### src/rtl/xreg_pkg.sv
package xreg_pkg;

    localparam logic [15:0] PORT_A_BASE = 16'h01CE;
    localparam logic [15:0] PORT_B_BASE = 16'h03CE;
    localparam logic [7:0]  LAST_INDEX  = 8'hBF;
    localparam logic [7:0]  IDLE_BYTE   = 8'hFF;

    typedef enum logic [2:0] {
        OP_NONE    = 3'd0,
        OP_INDEX   = 3'd1,
        OP_PAIR    = 3'd2,
        OP_DATA_WR = 3'd3,
        OP_DATA_RD = 3'd4
    } port_op_e;

    typedef struct packed {
        port_op_e   op;
        logic [7:0] low;
        logic [7:0] high;
    } port_req_t;

    function automatic logic [15:0] index_port_addr(input logic sel);
        return sel ? PORT_B_BASE : PORT_A_BASE;
    endfunction

    function automatic logic index_in_bank(input logic [7:0] idx,
                                           input logic [7:0] first);
        return (idx >= first) && (idx <= LAST_INDEX);
    endfunction

endpackage

### src/rtl/xreg_decode.sv
module xreg_decode
    import xreg_pkg::*;
(
    input  logic        base_sel,
    input  logic [15:0] io_addr,
    input  logic        io_rd,
    input  logic        io_wr,
    input  logic        io_wide,
    input  logic [15:0] io_wdata,
    output port_req_t   req
);
    logic [15:0] idx_addr;
    logic [15:0] dat_addr;

    always_comb begin
        idx_addr = index_port_addr(base_sel);
        dat_addr = idx_addr + 16'd1;
        req.op   = OP_NONE;
        req.low  = io_wdata[7:0];
        req.high = io_wdata[15:8];
        if (io_wr) begin
            if (io_addr == idx_addr) begin
                req.op = io_wide ? OP_PAIR : OP_INDEX;
            end else if (io_addr == dat_addr && !io_wide) begin
                req.op = OP_DATA_WR;
            end
        end else if (io_rd && io_addr == dat_addr) begin
            req.op = OP_DATA_RD;
        end
    end

    always_comb begin
        if (req.op == OP_PAIR || req.op == OP_INDEX)
            a_idx_hit_r1: assert (io_addr == idx_addr);
    end
endmodule

### src/rtl/xreg_index.sv
module xreg_index
    import xreg_pkg::*;
(
    input  logic       clk,
    input  logic       rst,
    input  port_req_t  req,
    output logic       armed,
    output logic [7:0] cur_idx
);
    always_ff @(posedge clk) begin
        if (rst) begin
            armed   <= 1'b0;
            cur_idx <= 8'h00;
        end else begin
            unique case (req.op)
                OP_INDEX: begin
                    armed   <= 1'b1;
                    cur_idx <= req.low;
                end
                OP_PAIR, OP_DATA_WR, OP_DATA_RD: armed <= 1'b0;
                default: ;
            endcase
        end
    end

    p_arm_on_index_r2: assert property (@(posedge clk) disable iff (rst)
        req.op == OP_INDEX |=> armed && cur_idx == $past(req.low));

    p_one_shot_r5: assert property (@(posedge clk) disable iff (rst)
        (req.op == OP_DATA_WR || req.op == OP_DATA_RD) |=> !armed);

    p_pair_disarms_r6: assert property (@(posedge clk) disable iff (rst)
        req.op == OP_PAIR |=> !armed);

    p_reset_disarm_r10: assert property (@(posedge clk)
        rst |=> !armed);
endmodule

### src/rtl/xreg_bank.sv
module xreg_bank
    import xreg_pkg::*;
#(
    parameter int NUM_REGS = 64
) (
    input  logic                  clk,
    input  logic                  rst,
    input  logic                  we,
    input  logic [7:0]            w_idx,
    input  logic [7:0]            w_val,
    input  logic                  r_en,
    input  logic [7:0]            r_idx,
    output logic [7:0]            rdata,
    output logic [8*NUM_REGS-1:0] flat
);
    localparam int         SLOT_W    = $clog2(NUM_REGS);
    localparam logic [7:0] FIRST_IDX = 8'(192 - NUM_REGS);

    logic [7:0]        regs [NUM_REGS];
    logic              w_ok;
    logic              r_ok;
    logic [SLOT_W-1:0] w_slot;
    logic [SLOT_W-1:0] r_slot;

    always_comb begin
        w_ok   = index_in_bank(w_idx, FIRST_IDX);
        r_ok   = index_in_bank(r_idx, FIRST_IDX);
        w_slot = SLOT_W'(w_idx - FIRST_IDX);
        r_slot = SLOT_W'(r_idx - FIRST_IDX);
    end

    for (genvar k = 0; k < NUM_REGS; k++) begin : g_reg
        always_ff @(posedge clk) begin
            if (rst)
                regs[k] <= 8'h00;
            else if (we && w_ok && w_slot == SLOT_W'(k))
                regs[k] <= w_val;
        end
        assign flat[8*k +: 8] = regs[k];
    end

    always_comb begin
        rdata = IDLE_BYTE;
        if (r_en && r_ok)
            rdata = regs[r_slot];
    end

    p_reset_clear_r10: assert property (@(posedge clk)
        rst |=> flat == '0);

    p_out_of_range_r8: assert property (@(posedge clk) disable iff (rst)
        (we && !w_ok) |=> $stable(flat));

    p_hold_no_write_r9: assert property (@(posedge clk) disable iff (rst)
        !we |=> $stable(flat));

    p_bad_read_r8: assert property (@(posedge clk) disable iff (rst)
        (r_en && !r_ok) |-> rdata == IDLE_BYTE);
endmodule

### src/rtl/xreg_port.sv
module xreg_port
    import xreg_pkg::*;
#(
    parameter int NUM_REGS = 64
) (
    input  logic                  clk,
    input  logic                  rst,
    input  logic                  base_sel,
    input  logic [15:0]           io_addr,
    input  logic                  io_rd,
    input  logic                  io_wr,
    input  logic                  io_wide,
    input  logic [15:0]           io_wdata,
    output logic [7:0]            io_rdata,
    output logic [8*NUM_REGS-1:0] bank_q
);
    port_req_t  req;
    logic       armed;
    logic [7:0] cur_idx;
    logic       we;
    logic [7:0] w_idx;
    logic [7:0] w_val;
    logic       r_en;

    xreg_decode u_decode (
        .base_sel (base_sel),
        .io_addr  (io_addr),
        .io_rd    (io_rd),
        .io_wr    (io_wr),
        .io_wide  (io_wide),
        .io_wdata (io_wdata),
        .req      (req)
    );

    xreg_index u_index (
        .clk     (clk),
        .rst     (rst),
        .req     (req),
        .armed   (armed),
        .cur_idx (cur_idx)
    );

    always_comb begin
        we    = (req.op == OP_PAIR) || (req.op == OP_DATA_WR && armed);
        w_idx = (req.op == OP_PAIR) ? req.low  : cur_idx;
        w_val = (req.op == OP_PAIR) ? req.high : req.low;
        r_en  = (req.op == OP_DATA_RD) && armed;
    end

    xreg_bank #(.NUM_REGS(NUM_REGS)) u_bank (
        .clk   (clk),
        .rst   (rst),
        .we    (we),
        .w_idx (w_idx),
        .w_val (w_val),
        .r_en  (r_en),
        .r_idx (cur_idx),
        .rdata (io_rdata),
        .flat  (bank_q)
    );

    p_foreign_addr_r1: assert property (@(posedge clk) disable iff (rst)
        req.op == OP_NONE |=> $stable(bank_q) && armed == $past(armed));

    p_unarmed_read_r9: assert property (@(posedge clk) disable iff (rst)
        (io_rd && !io_wr && !armed) |-> io_rdata == IDLE_BYTE);

    p_wide_data_keeps_r11: assert property (@(posedge clk) disable iff (rst)
        (io_wr && io_wide && io_addr == index_port_addr(base_sel) + 16'd1)
        |=> $stable(bank_q) && armed == $past(armed));
endmodule

### config.mk
export PLATFORM = sky130hd
export DESIGN_NAME = xreg_port
export DESIGN_NICKNAME = d
export VERILOG_FILES = /design/src/rtl/xreg_pkg.sv /design/src/rtl/xreg_decode.sv /design/src/rtl/xreg_index.sv /design/src/rtl/xreg_bank.sv /design/src/rtl/xreg_port.sv
export SDC_FILE = /design/constraint.sdc
export NUM_CORES = 1
export LEC_CHECK = 0
export ABC_AREA = 1
export CAP_MARGIN = 20
export CORE_ASPECT_RATIO = 1.1
export CORE_MARGIN = 10
export CORE_UTILIZATION = 30
export DETAILED_ROUTE_END_ITERATION = 10
export PLACE_DENSITY = 0.6
export SYNTH_ARGS = -nofsm -noshare
export SYNTH_HDL_FRONTEND = slang
export SYNTH_HIERARCHICAL = 1
export SYNTH_SLANG_ARGS = --single-unit
### constraint.sdc
create_clock -name clk -period 3.5 [get_ports clk]
set_input_delay 0.35 -clock clk [delete_from_list [all_inputs] [get_ports clk]]
set_output_delay 0.35 -clock clk [all_outputs]
set_load 0.01 [all_outputs]
==> results.yml <==
job:
  drv_cap: 0
worst_hold_path:
  holdPathStages: 3
  hp-class: "in2reg"
yosys:
  syn_area_mm2: 0.0254
  yosysSeqAreaShare: 0.614
  syn_inst: 2644
  ys_warn_count: 6
  ys_types: 29
  syn_area_per_cell_um2: 9.59
  synth_nets: 2682
  ys_seq_elements: 521
global_route:
  grt_overflow: 0
  grt_pass1_wl_mm: 168
  grt_pass1_vias: 21689
  grt.total_usage: 0.239
  antenna_found_initial: 1
  grt_max_degree: 67
power_and_ir_drop:
  p_sw_mw: 3.65
  p_sw_frac: 0.247
  p_clk_frac: 0.399
  p_seq_frac: 0.501
  intPower_mw: 11.1
  ir_worst_vdd_v: 0.000377
  p_leak_nw: 12.9
  p_comb_frac: 0.101
  p_per_area_mw_per_mm2: 426
  p_total_mw: 14.8
critical_path:
  path_cells: "buf_12 -> clkinv_16 -> buf_16 -> buf_12 -> nand2_1 -> nand3_1 -> nand3_1 -> nand2_1 -> nand2_1 -> nand3_1 -> nand3_1 -> nand3_2 -> clkdlybuf4s50_1"
  worstSetupPathType: "reg2out"
  cp-start-kind: "register"
  max_stage_delay_ns: 0.56
  critPathCaptureType: "output pin"
  crit_arrival_ns: 3.05
  slowest_stage: "clkdlybuf4s50_1"
  cp_max_fo: 31
  critical_path_required_ns: 3.15
  crit_top_cell: "nand3_1"
  reg2regPathDepth: 9
timing:
  setup_slack_ns: 0.0965
  worst_slew_pin_slew_ns: 0.888
  grt_setup_unrepaired: "yes"
  setup_tns_ns: 0
  whs_ns: 0.465
  slew_violations: 0
  maxSlewHeadroom: 0.407
  fin_crit_ns: 3.40
  fmax_mhz: 294
  skew_ns: 0.0420
  timing.final.crit_share: 0.972
  hold_viol_final: 0
  setup_viol: 0
drt:
  via_count: 22641
  drt_first_iter_violations: 2879
  drc: 0
  drtPass1Iterations: 6
  vias_per_cell: 5.16
  wl_per_cell_um: 27.6
  postRouteAntennaNets: 0
  wl_mm: 121
floorplan:
  initial_core_util: 0.303
  rows: 111
  core_mm2: 0.0836
  io_pins: 558
  dieArea_mm2: 0.0965
  die_width_um: 297
  die_h_um: 325
placement:
  dp_slack_ns: 0.0178
  numPortBuffers: 557
  dp_hpwl_mm: 88.9
  gp_congestion: 0.903
final_layout:
  areaGrowthSynthToFinish_pct: 36.8
  nNetsFinal: 3247
  final_cell_mix: "nand2_1, clkdlybuf4s50_1, nor2_1"
  layout-drive-gt1-share: 0.110
  final_common_cell: "nand2_1"
cts:
  clockBufferDepth: 3
  htreeDepth: 2
  cts_tree: "built"
  cts_num_sinks: 521
  clk_latency_ns: 0.63
  clk_pin_slew_ns: 0.06
  cts_buffers: 56
  cts_hold_buf: 0
  cts-root-buf: "clkbuf_16"
run_status:
  status: "finished clean"
[per-stage QoR]
stage	cell area [um^2]	util	cells
2_1_floorplan	25400	-	2644
3_3_place_gp	32500	0.389	4273
3_5_place_dp	32500	0.389	4273
4_1_cts	34600	0.414	4382
5_1_grt	34700	0.415	4382
6_report	34700	0.415	4384
[sequential cells by signal, indices dropped and copies added, names as in the netlist]
register,count
u_bank/regs,512
u_index/armed,1
u_index/cur_idx,8
[area by class of cell]
| type | instances | area, um^2 |
|---|---|---|
| Antenna cell | 2 | 5.00 |
| Clock buffer | 70 | 1450 |
| Clock inverter | 31 | 317 |
| Fill cell | 8174 | 48900 |
| Inverter | 57 | 248 |
| Multi-Input combinational cell | 1864 | 8460 |
| Sequential cell | 521 | 15600 |
| Tap cell | 1130 | 1410 |
| Timing Repair Buffer | 709 | 7230 |
[cell usage after synthesis]
cell      number  area share
buf_8          3      0.0018
and2_2         1     0.00030
and3_1         1     0.00025
nand3_4       22       0.015
nand4_1       24      0.0059
a21oi_1       10      0.0020
dfxtp_1        9      0.0071
nor2_2         9      0.0022
buf_4         25      0.0074
a21oi_2        2     0.00069
buf_12         1     0.00079
nand3_2       21      0.0083
o21ai_0       62       0.012
nand2_2        7      0.0017
buf_6         39       0.017
o21ai_1        2     0.00039
nand3_1      466       0.092
nor2_4        11      0.0049
nand3b_1       1     0.00030
nor3_1         1     0.00020
inv_2         26      0.0038
nand2_1      699        0.10
inv_1         30      0.0044
buf_2         58       0.011
nor2_1       525       0.078
inv_6          1     0.00035
edfxtp_1     512        0.61
buf_1         12      0.0018
clkbuf_1      64      0.0095
[repair_timing]
action	CTS	global route
gates cloned	5	0
setup buffers	3	0
setup endpoints to repair	8	7
pin swaps	2	3
gates resized for setup	26	19
[final timing paths]
| check | to | slack [ns] | from |
|---|---|---|---|
| max | io_rdata[0] | 0.1 | u_index/cur_idx[0]$_SDFFE_PP0N_ |
| min | u_index/cur_idx[0]$_SDFFE_PP0N_ | 0.46 | io_wdata[0] |
| max reg2reg | u_bank/regs[42][4]$_SDFFCE_PN0P_ | 1.05 | u_index/cur_idx[5]$_SDFFE_PP0N_ |
| min reg2reg | u_index/cur_idx[6]$_SDFFE_PP0N_ | 0.49 | u_index/cur_idx[6]$_SDFFE_PP0N_ |
[cells by family (layout without fill, tap and decap cells)]
kind of cell | count (synthesis) | after routing | synth area share
and+or+nand+nor | 1788 | 1788 | 0.313
DFF | 521 | 521 | 0.614
buffers and inverters | 259 | 867 | 0.0586
AOI/OAI and AO/OA | 76 | 76 | 0.0153
other | 0 | 2 | 0
[power groups by stage]
stage	Combinational, mW	Clock (mW)	Sequential, mW
final	1.49	5.90	7.40
after global routing	1.56	6.21	7.43
after CTS	1.50	5.96	7.41
after detailed placement	1.49	0	7.53
after global placement	1.48	0	7.54
after floorplan	0.342	0	7.57
[per-layer routing]
layer,global-route usage,part of all wire,vias up
li1,-,-,10057
met1,0.298,0.38,11018
met2,0.404,0.49,1376
met3,0.0533,0.098,190
met4,0.0807,0.037,0
met5,0,0,-
[critical path: cells and delay by family (launching register included)]
| family | cells | cell delay [ns] |
|---|---|---|
| buffers and inverters | 5 | 1.21 |
| flip-flops | 1 | 0.36 |
| AND/OR/NAND/NOR | 8 | 0.86 |
Power figures use the tool's default switching activity.
